$ cat src/rtl/nfw_pkg.sv
package nfw_pkg;

  localparam int NEST_LEVELS = 3;

  // Per-element condition field; bit order is part of the port contract.
  typedef struct packed {
    logic last_elem;   // bit 3
    logic outer_end;   // bit 2
    logic mid_end;     // bit 1
    logic inner_end;   // bit 0
  } nfw_flags_t;

  localparam nfw_flags_t NFW_FLAGS_NONE = '{default: 1'b0};

endpackage

$ cat src/rtl/nfw_wrap_counter.sv
module nfw_wrap_counter #(
  parameter int CW = 3,
  parameter int EW = 4
) (
  input  logic          clk,
  input  logic          rst,
  input  logic          clr,
  input  logic          inc,
  input  logic [EW-1:0] lim,
  output logic [CW-1:0] cnt_q,
  output logic          at_end,
  output logic          at_end_nx
);

  logic [EW-1:0] lim_m1;
  logic [CW-1:0] cnt_d;

  assign lim_m1 = lim - EW'(1);
  assign at_end = (cnt_q == lim_m1[CW-1:0]);

  always_comb begin
    if (clr)
      cnt_d = '0;
    else if (inc)
      cnt_d = at_end ? '0 : cnt_q + CW'(1);
    else
      cnt_d = cnt_q;
  end

  assign at_end_nx = (cnt_d == lim_m1[CW-1:0]);

  always_ff @(posedge clk) begin
    if (rst)
      cnt_q <= '0;
    else
      cnt_q <= cnt_d;
  end

endmodule

$ cat src/rtl/nfw_flag_encode.sv
module nfw_flag_encode
  import nfw_pkg::*;
(
  input  logic [NEST_LEVELS-1:0] lvl_end,
  output nfw_flags_t             flg
);

  logic [NEST_LEVELS-1:0] cum_end;

  // A level ends only when it and every level inside it are at their end.
  always_comb begin
    cum_end[0] = lvl_end[0];
    for (int k = 1; k < NEST_LEVELS; k++)
      cum_end[k] = cum_end[k-1] & lvl_end[k];
  end

  always_comb begin
    flg.inner_end = cum_end[0];
    flg.mid_end   = cum_end[1];
    flg.outer_end = cum_end[2];
    flg.last_elem = cum_end[NEST_LEVELS-1];
  end

endmodule

$ cat src/rtl/nfw_lin_index.sv
module nfw_lin_index #(
  parameter int IW = 9
) (
  input  logic          clk,
  input  logic          rst,
  input  logic          clr,
  input  logic          inc,
  output logic [IW-1:0] idx_q
);

  always_ff @(posedge clk) begin
    if (rst)
      idx_q <= '0;
    else if (clr)
      idx_q <= '0;
    else if (inc)
      idx_q <= idx_q + IW'(1);
  end

endmodule

$ cat src/rtl/nest_flag_walker.sv
module nest_flag_walker
  import nfw_pkg::*;
#(
  parameter int MAX_EXT = 8,
  localparam int EXT_W  = $clog2(MAX_EXT + 1),
  localparam int CNT_W  = $clog2(MAX_EXT),
  localparam int IDX_W  = $clog2(MAX_EXT * MAX_EXT * MAX_EXT)
) (
  input  logic             clk,
  input  logic             rst,
  input  logic             start,
  input  logic             step,
  input  logic [EXT_W-1:0] ext_x,
  input  logic [EXT_W-1:0] ext_y,
  input  logic [EXT_W-1:0] ext_z,
  output logic             busy,
  output logic             done,
  output logic [CNT_W-1:0] cnt_x,
  output logic [CNT_W-1:0] cnt_y,
  output logic [CNT_W-1:0] cnt_z,
  output logic [IDX_W-1:0] lin_idx,
  output logic [3:0]       flags
);

  logic [EXT_W-1:0] ext_in  [NEST_LEVELS];
  logic [EXT_W-1:0] ext_cl  [NEST_LEVELS];
  logic [EXT_W-1:0] ext_q   [NEST_LEVELS];
  logic [EXT_W-1:0] lim_sel [NEST_LEVELS];
  logic [CNT_W-1:0] cnt_q   [NEST_LEVELS];
  logic [NEST_LEVELS-1:0] lvl_inc;
  logic [NEST_LEVELS-1:0] lvl_end;
  logic [NEST_LEVELS-1:0] lvl_end_nx;

  logic       busy_q, done_q;
  logic       step_go, last_now, run_end, clr_all;
  nfw_flags_t flags_nx, flags_q;

  assign ext_in[0] = ext_x;
  assign ext_in[1] = ext_y;
  assign ext_in[2] = ext_z;

  assign step_go  = step & busy_q & ~start;
  assign last_now = &lvl_end;
  assign run_end  = step_go & last_now;
  assign clr_all  = start | run_end;

  for (genvar d = 0; d < NEST_LEVELS; d++) begin : g_lvl
    // Out-of-range extents are folded into the legal 1..MAX_EXT range.
    always_comb begin
      if (ext_in[d] == '0)
        ext_cl[d] = EXT_W'(1);
      else if (ext_in[d] > EXT_W'(MAX_EXT))
        ext_cl[d] = EXT_W'(MAX_EXT);
      else
        ext_cl[d] = ext_in[d];
    end

    always_ff @(posedge clk) begin
      if (rst)
        ext_q[d] <= EXT_W'(1);
      else if (start)
        ext_q[d] <= ext_cl[d];
    end

    assign lim_sel[d] = start ? ext_cl[d] : ext_q[d];

    if (d == 0) begin : g_inner
      assign lvl_inc[d] = step_go;
    end else begin : g_outer
      assign lvl_inc[d] = lvl_inc[d-1] & lvl_end[d-1];
    end

    nfw_wrap_counter #(
      .CW (CNT_W),
      .EW (EXT_W)
    ) u_cnt (
      .clk       (clk),
      .rst       (rst),
      .clr       (clr_all),
      .inc       (lvl_inc[d]),
      .lim       (lim_sel[d]),
      .cnt_q     (cnt_q[d]),
      .at_end    (lvl_end[d]),
      .at_end_nx (lvl_end_nx[d])
    );
  end

  nfw_lin_index #(
    .IW (IDX_W)
  ) u_idx (
    .clk   (clk),
    .rst   (rst),
    .clr   (clr_all),
    .inc   (step_go),
    .idx_q (lin_idx)
  );

  nfw_flag_encode u_enc (
    .lvl_end (lvl_end_nx),
    .flg     (flags_nx)
  );

  always_ff @(posedge clk) begin
    if (rst) begin
      busy_q  <= 1'b0;
      done_q  <= 1'b0;
      flags_q <= NFW_FLAGS_NONE;
    end else if (start) begin
      busy_q  <= 1'b1;
      done_q  <= 1'b0;
      flags_q <= flags_nx;
    end else if (run_end) begin
      busy_q  <= 1'b0;
      done_q  <= 1'b1;
      flags_q <= NFW_FLAGS_NONE;
    end else if (step_go) begin
      flags_q <= flags_nx;
    end
  end

  assign busy  = busy_q;
  assign done  = done_q;
  assign flags = flags_q;
  assign cnt_x = cnt_q[0];
  assign cnt_y = cnt_q[1];
  assign cnt_z = cnt_q[2];

endmodule

$ cat config.mk
export PLATFORM = sky130hd
export DESIGN_NAME = nest_flag_walker
export DESIGN_NICKNAME = d
export VERILOG_FILES = /design/src/rtl/nfw_pkg.sv /design/src/rtl/nfw_wrap_counter.sv /design/src/rtl/nfw_flag_encode.sv /design/src/rtl/nfw_lin_index.sv /design/src/rtl/nest_flag_walker.sv
export SDC_FILE = /design/constraint.sdc
export NUM_CORES = 1
export LEC_CHECK = 0
export ABC_AREA = 1
export ABC_CLOCK_PERIOD_IN_PS = 4100
export BUFFER_PORTS_ARGS = -buffer_cell sky130_fd_sc_hd__buf_2
export CAP_MARGIN = 20
export CORE_MARGIN = 3
export CORE_UTILIZATION = 35
export CTS_BUF_LIST = sky130_fd_sc_hd__clkbuf_4
export CTS_CLUSTER_SIZE = 10
export DETAILED_ROUTE_END_ITERATION = 7
export GPL_ROUTABILITY_DRIVEN = 0
export PLACE_DENSITY = 0.66
export SYNTH_ARGS = -nofsm -noshare
export SYNTH_HDL_FRONTEND = slang
export SYNTH_SLANG_ARGS = --single-unit
$ cat constraint.sdc
create_clock -name clk -period 4.1 [get_ports clk]
set_input_delay 0.205 -clock clk [delete_from_list [all_inputs] [get_ports clk]]
set_output_delay 0.205 -clock clk [all_outputs]
set_load 0.005 [all_outputs]
==> flow_summary.yaml, run 1 <==
worst_setup_path:
  cp_max_fo: 5
  end_kind: "register"
  timing.critical_path.cells: "or2_2, nand2_1, ha_1, inv_1, nand3_1, nand3_1, nand2_1, nand4_1, nor2_2, o21ai_0, nor2_1, xor2_1, nand2_1, nor2_1, nor2_1, nor2_1"
  startpoint_type: "register"
  crit_path_top_delay_cell: "edfxtp_1"
  r2r_start: "ext_q[0][0]"
  startpoint: "ext_q[0][0]"
  required_ns: 4.40
  critPathKind: "reg -> reg"
  crit_top_cell: "nor2_1"
  cp.arrival_ns: 3.05
  critPathMaxStageDelay_ns: 0.39
placed_design:
  io_buffers: 39
  hpwl_um: 3690
timing:
  hold_violations: 0
  setup_viol: 0
  period_share: 0.671
  finClkSkew_ns: 0.0144
  period_minus_slack_ns: 2.75
  rsz0062_at_grt: "false"
  worstMarginPinSlew_ns: 0.514
  max_freq_ghz: 0.363
  drv_slew: 0
  relSlewSlack: 0.656
  setup_tns_ns: 0
synth:
  yosys.area_share.adder: 0.0420
  synth_xor_area_frac: 0.0546
  synth_nets: 322
  yosysTopAreaCell: "dfxtp_1"
  synth_edf_count: 9
  ys_ff_latch: 32
  synth_compound_area_frac: 0.0588
  async_reset_ff_frac: 0
  synth.top_cell.area_share: 0.221
  ys.flop_type: "dfxtp_1"
  ys_warn_count: 0
  synth-simple-area-share: 0.402
  synth.area.mux_share: 0
  synth_top_family_by_area: "simple AND/OR/NAND/NOR gates"
  ys_top_cells_by_area: "dfxtp_1, nand2_1, edfxtp_1, nand3_1, inv_1"
  mappedNetlistArea_mm2: 0.00209
  avgSynthCellArea_um2: 6.98
  synthCells: 299
  synth-seq-area-share: 0.350
  synth_cell_type_count: 30
clock_tree:
  cts.sinks: 32
  htreeDepth: 2
  cts_root_buffer: "clkbuf_4"
  clkSlewWorstSetupHoldPaths_ns: 0.12
  cts_post_setup_buffers_inserted: 0
  numCtsBuffers: 5
  clk_latency_ns: 0.36
  clock_path_buffers: 2
  holdBufCountCts: 0
  cts_tree: "built"
  cts-resized-gates: 0
detailed_routing:
  route.detailed.drc: 0
  drtIter0Drc: 112
  vias: 1976
  ant_nets: 0
  via_per_inst: 4.81
  drt-total-wl_um: 4840
  dr.pass1.iters: 4
  wire_per_inst_um: 11.8
worst_hold_path:
  hold_path.class: "in -> reg"
  worstHoldStart: "ext_z[3]"
floorplan:
  initial_core_util: 0.370
  io_pins: 40
  die_w_um: 83.2
  die_area_mm2: 0.00693
  core_mm2: 0.00564
  die_h_um: 83.2
  rows: 27
final_layout:
  fillers: 599
  area_growth_pct: 14.3
  n_antenna_cell: 0
  ff_latch_area_um2: 731
  multi_input_area_mm2: 0.00116
  nNetsFinal: 361
  drive_gt1_frac: 0.195
pwr:
  p_per_area_mw_per_mm2: 280
  power_w: 0.000667
  p_leak_nw: 1.14
  vdd_drop_max_mv: 0.128
flow_run:
  cap_violations: 0
global_routing:
  grt.total_usage: 0.152
  grt_pass1_vias: 1909
  grt-ovfl-total: 0
  grt_max_degree: 25
  grt_pass1_wl_um: 8670
  antenna_found_initial: 0
status:
  status: "complete, no violations"
-- logic make-up (layout without fill, tap and decap cells) --
logic type                 count (synthesis)  after routing
and+or+nand+nor                          178            178
buffers and inverters                     46             86
adders and majority gates                  7              7
AOI/OAI and AO/OA                         23             23
xor gates and xnor gates                  13             13
DFF                                       32             32
-- per-layer routing --
layer  global-route usage  vias up  part of all wire
li1                     -     1043                 -
met1                0.195      887              0.49
met2                0.243       38              0.45
met3               0.0407        8             0.043
met4               0.0550        0             0.017
met5                    0        -                 0
-- layout by cell type (no fill, tap or decap), drive strengths merged --
cell	count
nand3b	2
nor2	40
ha	7
clkinv	1
o21ai	9
edfxtp	9
or2	4
xnor2	3
nand4	6
nor4	3
nand2	80
clkbuf	5
dfxtp	23
buf	39
inv	41
xor2	10
nor3	6
nor3b	1
a21oi	11
o21bai	3
nand3	36
-- worst paths after layout --
path | slack (ns) | cells after the start | to
setup / recovery | 1.35 | 16 | flags[3]
hold reg to reg | 0.47 | 2 | done
setup reg to reg | 1.35 | 16 | flags[3]
hold / removal | 0.15 | 2 | ext_q[2][1]
-- cell type report --
cell class | instances | share of cell area
clock inverters | 3 | 0.00892
repair buffers | 39 | 0.0818
flip-flops and latches | 32 | 0.306
multi-input cells | 221 | 0.488
inverters | 39 | 0.0614
clock buffers | 5 | 0.0157
well taps | 72 | 0.0378
-- per-stage QoR --
stage          utilization  setup slack, ns  cells  hold WS [ns]  area [µm²]
3_5_place_dp         0.412             1.07    403         0.455        2330
6_report             0.423             1.35    411         0.154        2380
4_1_cts              0.423             1.36    411         0.145        2380
3_3_place_gp         0.412             1.13    403         0.471        2330
2_1_floorplan            -             1.66    299         0.401        2090
5_1_grt              0.423             1.04    411         0.156        2380
-- sequential cells by signal (all words and copies together) (netlist names) --
signal / cells
g_lvl.u_cnt.cnt_q: 9
busy: 1
u_idx.idx_q: 9
ext_q: 9
flags: 3
done: 1
-- worst max-delay path, delay by kind of cell (launching register included) --
family	cells	cell delay, ns
simple gates	12	1.70
flops	1	0.39
fa+ha+maj	1	0.23
xor+xnor	1	0.17
compound gates	1	0.16
buf+inv	1	0.07
-- power by group --
part           switching (W)  internal [W]
logic              0.0000834     0.0000451
clock network       0.000131     0.0000687
registers         0.00000415      0.000335
-- cells in the mapped netlist (3+ instances only) --
cell      count
nand3_1      30
ha_1          7
o21bai_1      3
nor2_2        3
nor4_1        3
nand3_2       4
nor2_1       36
or2_2         4
inv_1        37
edfxtp_1      9
nand2_1      78
nor3_1        5
xor2_1       10
dfxtp_1      23
a21oi_1      11
xnor2_1       3
nand4_1       6
clkbuf_1      3
o21ai_0       9
Note: power is estimated with default switching activity, not from simulation.
==> run 2, diff against run 1 <==
--- a/config.mk
+++ b/config.mk
@@ -6,7 +6,7 @@
 export NUM_CORES = 1
 export LEC_CHECK = 0
 export ABC_AREA = 1
-export ABC_CLOCK_PERIOD_IN_PS = 4100
+export ABC_CLOCK_PERIOD_IN_PS = 2700
 export BUFFER_PORTS_ARGS = -buffer_cell sky130_fd_sc_hd__buf_2
 export CAP_MARGIN = 20
 export CORE_MARGIN = 3
==> constraint.sdc (replaced) <==
create_clock -name clk -period 2.7 [get_ports clk]
set_input_delay 0.135 -clock clk [delete_from_list [all_inputs] [get_ports clk]]
set_output_delay 0.135 -clock clk [all_outputs]
set_load 0.005 [all_outputs]
==> run 2 against run 1 <==
Clock-buffer cell count unchanged. Worst setup slack worse by 1.1 ns. Total power up 55%. Global-route usage up 0.12 points.
==> flow_summary.yaml, run 2 (synthesized netlist as in run 1, its figures left out) <==
global_routing:
  grt_pass1_vias: 1954
  grt_max_degree: 17
  grt.total_usage: 0.153
  grt_pass1_wl_um: 8830
  grt-ovfl-total: 0
  antenna_found_initial: 0
detailed_routing:
  drtIter0Drc: 150
  via_per_inst: 4.86
  vias: 2036
  route.detailed.drc: 0
  drt-total-wl_um: 5110
  wire_per_inst_um: 12.2
  ant_nets: 0
  dr.pass1.iters: 4
pwr:
  p_leak_nw: 1.19
  vdd_drop_max_mv: 0.268
  power_w: 0.00103
  p_per_area_mw_per_mm2: 412
clock_tree:
  htreeDepth: 2
  clkSlewWorstSetupHoldPaths_ns: 0.12
  clock_path_buffers: 2
  cts.sinks: 32
  cts_root_buffer: "clkbuf_4"
  holdBufCountCts: 0
  cts_tree: "built"
  numCtsBuffers: 5
  clk_latency_ns: 0.34
timing:
  drv_slew: 0
  rsz0062_at_grt: "false"
  relSlewSlack: 0.667
  finClkSkew_ns: 0.00599
  period_minus_slack_ns: 2.50
  period_share: 0.926
  setup_tns_ns: 0
  worstMarginPinSlew_ns: 0.498
  hold_violations: 0
  max_freq_ghz: 0.400
  setup_viol: 0
final_layout:
  finalInstanceArea_mm2: 0.00251
  nNetsFinal: 369
  area_growth_pct: 20.1
  layout_commonest_cell: "nand2_1"
  final_cell_mix: "nand2_1, buf_2, inv_1"
  n_antenna_cell: 0
  drive_gt1_frac: 0.239
  reg_top3: "ext_q: 9 flops, g_lvl.u_cnt.cnt_q: 9 flops, u_idx.idx_q: 9 flops"
  fillers: 578
  postLayoutCoreUtil: 0.444
worst_setup_path:
  crit_path_top_delay_cell: "edfxtp_1"
  critPathMaxStageDelay_ns: 0.41
  end_kind: "register"
  required_ns: 2.98
  startpoint_type: "register"
  cp.arrival_ns: 2.78
  cp_max_fo: 5
  critPathKind: "reg -> reg"
  timing.critical_path.cells: "or2_4, nand2_4, ha_4, xor2_1, nand4_1, nor2_4, nor2_1, nand3_1, nand3_1, nor2_1, nand3_1, nor2_1, nor2_1, nor2_1"
  crit_top_cell: "nor2_1"
floorplan:
  io_pins: 40
  rows: 27
  die_area_mm2: 0.00693
  initial_core_util: 0.370
  core_mm2: 0.00564
  die_w_um: 83.2
  die_h_um: 83.2
placed_design:
  io_buffers: 39
  placedInstanceArea_mm2: 0.00238
  hpwl_um: 3950
status:
  status: "complete, no violations"
flow_run:
  cap_violations: 0
worst_hold_path:
  hold_path.class: "in -> reg"
[run 2: cell types whose count changed in the layout (fill, tap and decap cells not counted), sizes merged]
cell  before  now
buf       39   47
[run 2: area by class of cell]
| type | instances | area (µm²) | share of cell area |
|---|---|---|---|
| multi-input combinational | 221 | 1210 | 0.484 |
| sequential | 32 | 731 | 0.291 |
| timing repair buffer | 47 | 268 | 0.107 |
| inverter | 39 | 146 | 0.0584 |
| tap | 72 | 90.1 | 0.0359 |
| clock buffer | 5 | 37.5 | 0.0150 |
| clock inverter | 3 | 21.3 | 0.00848 |
[run 2: final timing paths]
kind,cells past startpoint,from,slack (ns),endpoint
setup / recovery,14,ext_q[0][0],0.20,flags[3]
hold / removal,2,ext_x[3],0.12,ext_q[0][1]
hold reg to reg,2,done,0.48,done
setup reg to reg,14,ext_q[0][0],0.20,flags[3]
[run 2: report_power, final]
part,internal [W],switching [W]
clock,0.000104,0.000196
sequential,0.000508,0.00000742
combinational,0.0000826,0.000136
total,0.000695,0.000339
[run 2: timing repair]
action                                  4_1_cts  5_1_grt
buffers inserted                              0        3
gates resized for setup                       0       14
endpoints found under the setup margin        0        3
[run 2: routing by layer]
| layer | wire, µm | track usage | part of all wire |
|---|---|---|---|
| met1 | 2370 | 0.205 | 0.46 |
| met2 | 2420 | 0.241 | 0.47 |
| met3 | 248 | 0.0327 | 0.048 |
| met4 | 76 | 0.0535 | 0.015 |
| met5 | 0 | 0 | 0 |
[run 2: critical path: cells and delay by family, from the launching register on]
kind	cells	cell delay, ns
adders and majority gates	1	0.21
xor gates and xnor gates	1	0.21
DFF	1	0.41
and+or+nand+nor	12	1.64
[run 2: through the flow]
| stage | std cells | hold slack, ns | worst slack (ns) |
|---|---|---|---|
| after floorplan | 299 | 0.331 | 0.334 |
| after global placement | 409 | 0.469 | 0.0870 |
| after detailed placement | 409 | 0.464 | 0.0542 |
| after CTS | 417 | 0.0998 | 0.0169 |
| after global routing | 419 | 0.0985 | 0.0167 |
| final | 419 | 0.116 | 0.201 |
==> run 3, diff against run 2 <==
--- a/config.mk
+++ b/config.mk
@@ -5,7 +5,6 @@
 export SDC_FILE = /design/constraint.sdc
 export NUM_CORES = 1
 export LEC_CHECK = 0
-export ABC_AREA = 1
 export ABC_CLOCK_PERIOD_IN_PS = 2700
 export BUFFER_PORTS_ARGS = -buffer_cell sky130_fd_sc_hd__buf_2
 export CAP_MARGIN = 20
==> run 3 against run 2 <==
Sequential power hardly changed. First-iteration DRC count is 27% lower. Clock-buffer cell count stayed put. Clock power is 24% higher. Final cell count is 5.7% lower. The flow now finishes with violations (setup timing).
==> flow_summary.yaml, run 3 <==
status:
  status: "finished, violations left"
  violations: "setup timing"
timing:
  period_minus_slack_ns: 2.90
  max_freq_ghz: 0.344
  holdWs_ns: 0.0600
  drv_slew: 0
  period_share: 1.08
  hold_violations: 0
  setup_viol: 3
  rsz0062_at_grt: "true"
  worstMarginPinSlew_ns: 0.564
  finClkSkew_ns: 0.0201
  relSlewSlack: 0.624
  fin_ws_ns: -0.204
flow_run:
  cap_violations: 0
worst_setup_path:
  critPathMaxStageDelay_ns: 0.39
  cp_max_fo: 5
  cp.arrival_ns: 3.16
  critPathTopFamily: "compound AO/OA/AOI/OAI gates"
  r2r_cells: 14
  r2r_start: "ext_q[0][0]"
  r2r-end: "flags[3]"
  rrSetupSlack_ns: -0.20
  crit_path_top_delay_cell: "edfxtp_1"
  end_kind: "register"
  startpoint_type: "register"
  required_ns: 2.96
  critPathBufInv: 2
  timing.critical_path.cells: "nor2b_4, a31oi_4, ha_4, xnor2_2, and3_4, o21a_4, and3_4, buf_6, nand2_1, buf_4, o21ai_0, a21oi_4, xnor2_2, o41ai_2"
  critPathKind: "reg -> reg"
pwr:
  p_per_area_mw_per_mm2: 414
  p_seq_frac: 0.421
  p_clk_frac: 0.304
  p_leak_nw: 1.31
  power_w: 0.00122
  intPower_w: 0.000875
  vdd_drop_max_mv: 0.158
  sw_frac_of_total: 0.285
  pwr-share-comb: 0.275
  p_sw_w: 0.000348
synth:
  synth.top_cell.area_share: 0.219
  avgSynthCellArea_um2: 8.99
  synth_edf_count: 9
  synthCells: 234
  mappedNetlistArea_mm2: 0.00210
  synth_cell_type_count: 57
  synth-seq-area-share: 0.347
  ys.flop_type: "dfxtp_1"
  synthTopCellsByCount: "dfxtp_1, nand2_1, nor2_1"
  ys_top_cells_by_area: "dfxtp_1, edfxtp_1, xor2_1, xnor2_1, ha_1"
  yosysTopAreaCell: "dfxtp_1"
  async_reset_ff_frac: 0
  synth_nets: 257
  ys_warn_count: 0
  ys_ff_latch: 32
clock_tree:
  htreeDepth: 2
  numCtsBuffers: 5
  cts.sinks: 32
  cts_root_buffer: "clkbuf_4"
  clk_latency_ns: 0.35
  cts_tree: "built"
  clock_path_buffers: 2
  clkSlewWorstSetupHoldPaths_ns: 0.11
worst_hold_path:
  worstHoldStart: "rst"
  min_to: "flags[1]"
  hold_path.class: "in -> reg"
  whs_path_depth: 2
detailed_routing:
  drtIter0Drc: 109
  wire_per_inst_um: 14.2
  ant_nets: 0
  vias: 2031
  route.detailed.drc: 0
  via_per_inst: 5.14
  drt-total-wl_um: 5600
  dr.pass1.iters: 4
final_layout:
  finalInstanceArea_mm2: 0.00295
  n_antenna_cell: 0
  layout_commonest_cell: "buf_4"
  postLayoutCoreUtil: 0.520
  drive_gt1_frac: 0.402
  ff_latch_area_um2: 731
  fillers: 532
  reg_top3: "ext_q: 9 flops, g_lvl.u_cnt.cnt_q: 9 flops, u_idx.idx_q: 9 flops"
  multi_input_area_mm2: 0.00144
  nNetsFinal: 345
  area_growth_pct: 40.3
  instances_no_fill: 395
  final_cell_mix: "buf_4, buf_2, nand2_1, dfxtp_1, nor2_1"
floorplan:
  io_pins: 40
  rows: 27
  die_h_um: 83.5
  die_w_um: 83.5
  core_mm2: 0.00568
  initial_core_util: 0.371
  die_area_mm2: 0.00698
placed_design:
  dp.cells: 379
  io_buffers: 39
  placedInstanceArea_mm2: 0.00272
  hpwl_um: 4110
global_routing:
  antenna_found_initial: 0
  grt_pass1_wl_um: 9170
  grt_pass1_vias: 2032
  grt-ovfl-total: 0
  grt_max_degree: 14
  grt.total_usage: 0.157
run 3: cell count changes after synthesis, sizes merged, moves of 4 or more:
cell	delta
nand3	-32
o21ai	-6
and3	+14
inv	-31
xnor2	+10
mux2i	+5
nand2	-57
and2b	+4
nor2b	+7
xor2	+7
nor2	-19
run 3: worst max-delay path by stage:
stage          endpoint        start  slack, ns  cells after the start
6_report       flags[3]  ext_q[0][0]      -0.20                     14
2_1_floorplan  flags[3]  ext_q[0][0]      -0.31                     13
3_3_place_gp   flags[3]  ext_q[0][1]      -0.30                     12
5_1_grt        flags[3]  ext_q[1][0]      -0.37                     14
3_5_place_dp   flags[3]  ext_q[0][1]      -0.38                     12
4_1_cts        flags[3]  ext_q[0][0]      -0.23                     12
run 3: worst reg2reg max path: stages (launching register included):
cell,delay (ns)
edfxtp_1,0.39
nor2b_4,0.14
a31oi_4,0.18
ha_4,0.17
xnor2_2,0.12
and3_4,0.21
o21a_4,0.15
and3_4,0.25
buf_6,0.11
nand2_1,0.06
buf_4,0.16
o21ai_0,0.35
a21oi_4,0.12
xnor2_2,0.15
o41ai_2,0.25
run 3: cells by family (layout without fill, tap and decap cells):
logic type	after synthesis	count (layout)	share of synthesized area
flops	32	32	0.347
mux	5	5	0.0238
xor+xnor	30	30	0.125
fa+ha+maj	7	7	0.0416
buf+inv	16	105	0.0446
simple gates	101	101	0.260
compound gates	43	43	0.158
run 3: layout make-up:
cell class / count / area share
multi-input cells: 186 / 0.488
inverters: 8 / 0.0102
clock inverters: 3 / 0.0127
flip-flops and latches: 32 / 0.247
repair buffers: 89 / 0.199
well taps: 72 / 0.0305
clock buffers: 5 / 0.0127
run 3: power groups by stage:
stage	clock, W	combinational [W]	sequential [W]
floorplan	0	0.000183	0.000525
global placement	0	0.000293	0.000526
detailed placement	0	0.000297	0.000526
CTS	0.000378	0.000305	0.000515
global route	0.000397	0.000366	0.000517
finish	0.000372	0.000336	0.000515
run 3: per-stage QoR:
| stage | worst slack [ns] | TNS (ns) |
|---|---|---|
| 2_1_floorplan | -0.313 | -0.423 |
| 3_3_place_gp | -0.305 | -0.422 |
| 3_5_place_dp | -0.383 | -0.596 |
| 4_1_cts | -0.233 | -0.391 |
| 5_1_grt | -0.375 | -0.907 |
| 6_report | -0.204 | -0.347 |
run 3: repair_timing:
| action | in CTS | in global routing |
|---|---|---|
| pin swaps | 6 | 15 |
| hold buffers | 0 | 0 |
| setup buffers | 3 | 5 |
| endpoints found under the setup margin | 4 | 4 |
| resized for setup | 3 | 17 |
run 3: routing by layer:
metal  routed length [µm]  up-vias  global-route usage
met1                 2450      977               0.186
met4                   77        0              0.0526
li1                     -     1011                   -
met2                 2890       35               0.284
met3                  182        8              0.0286
met5                    0        -                   0
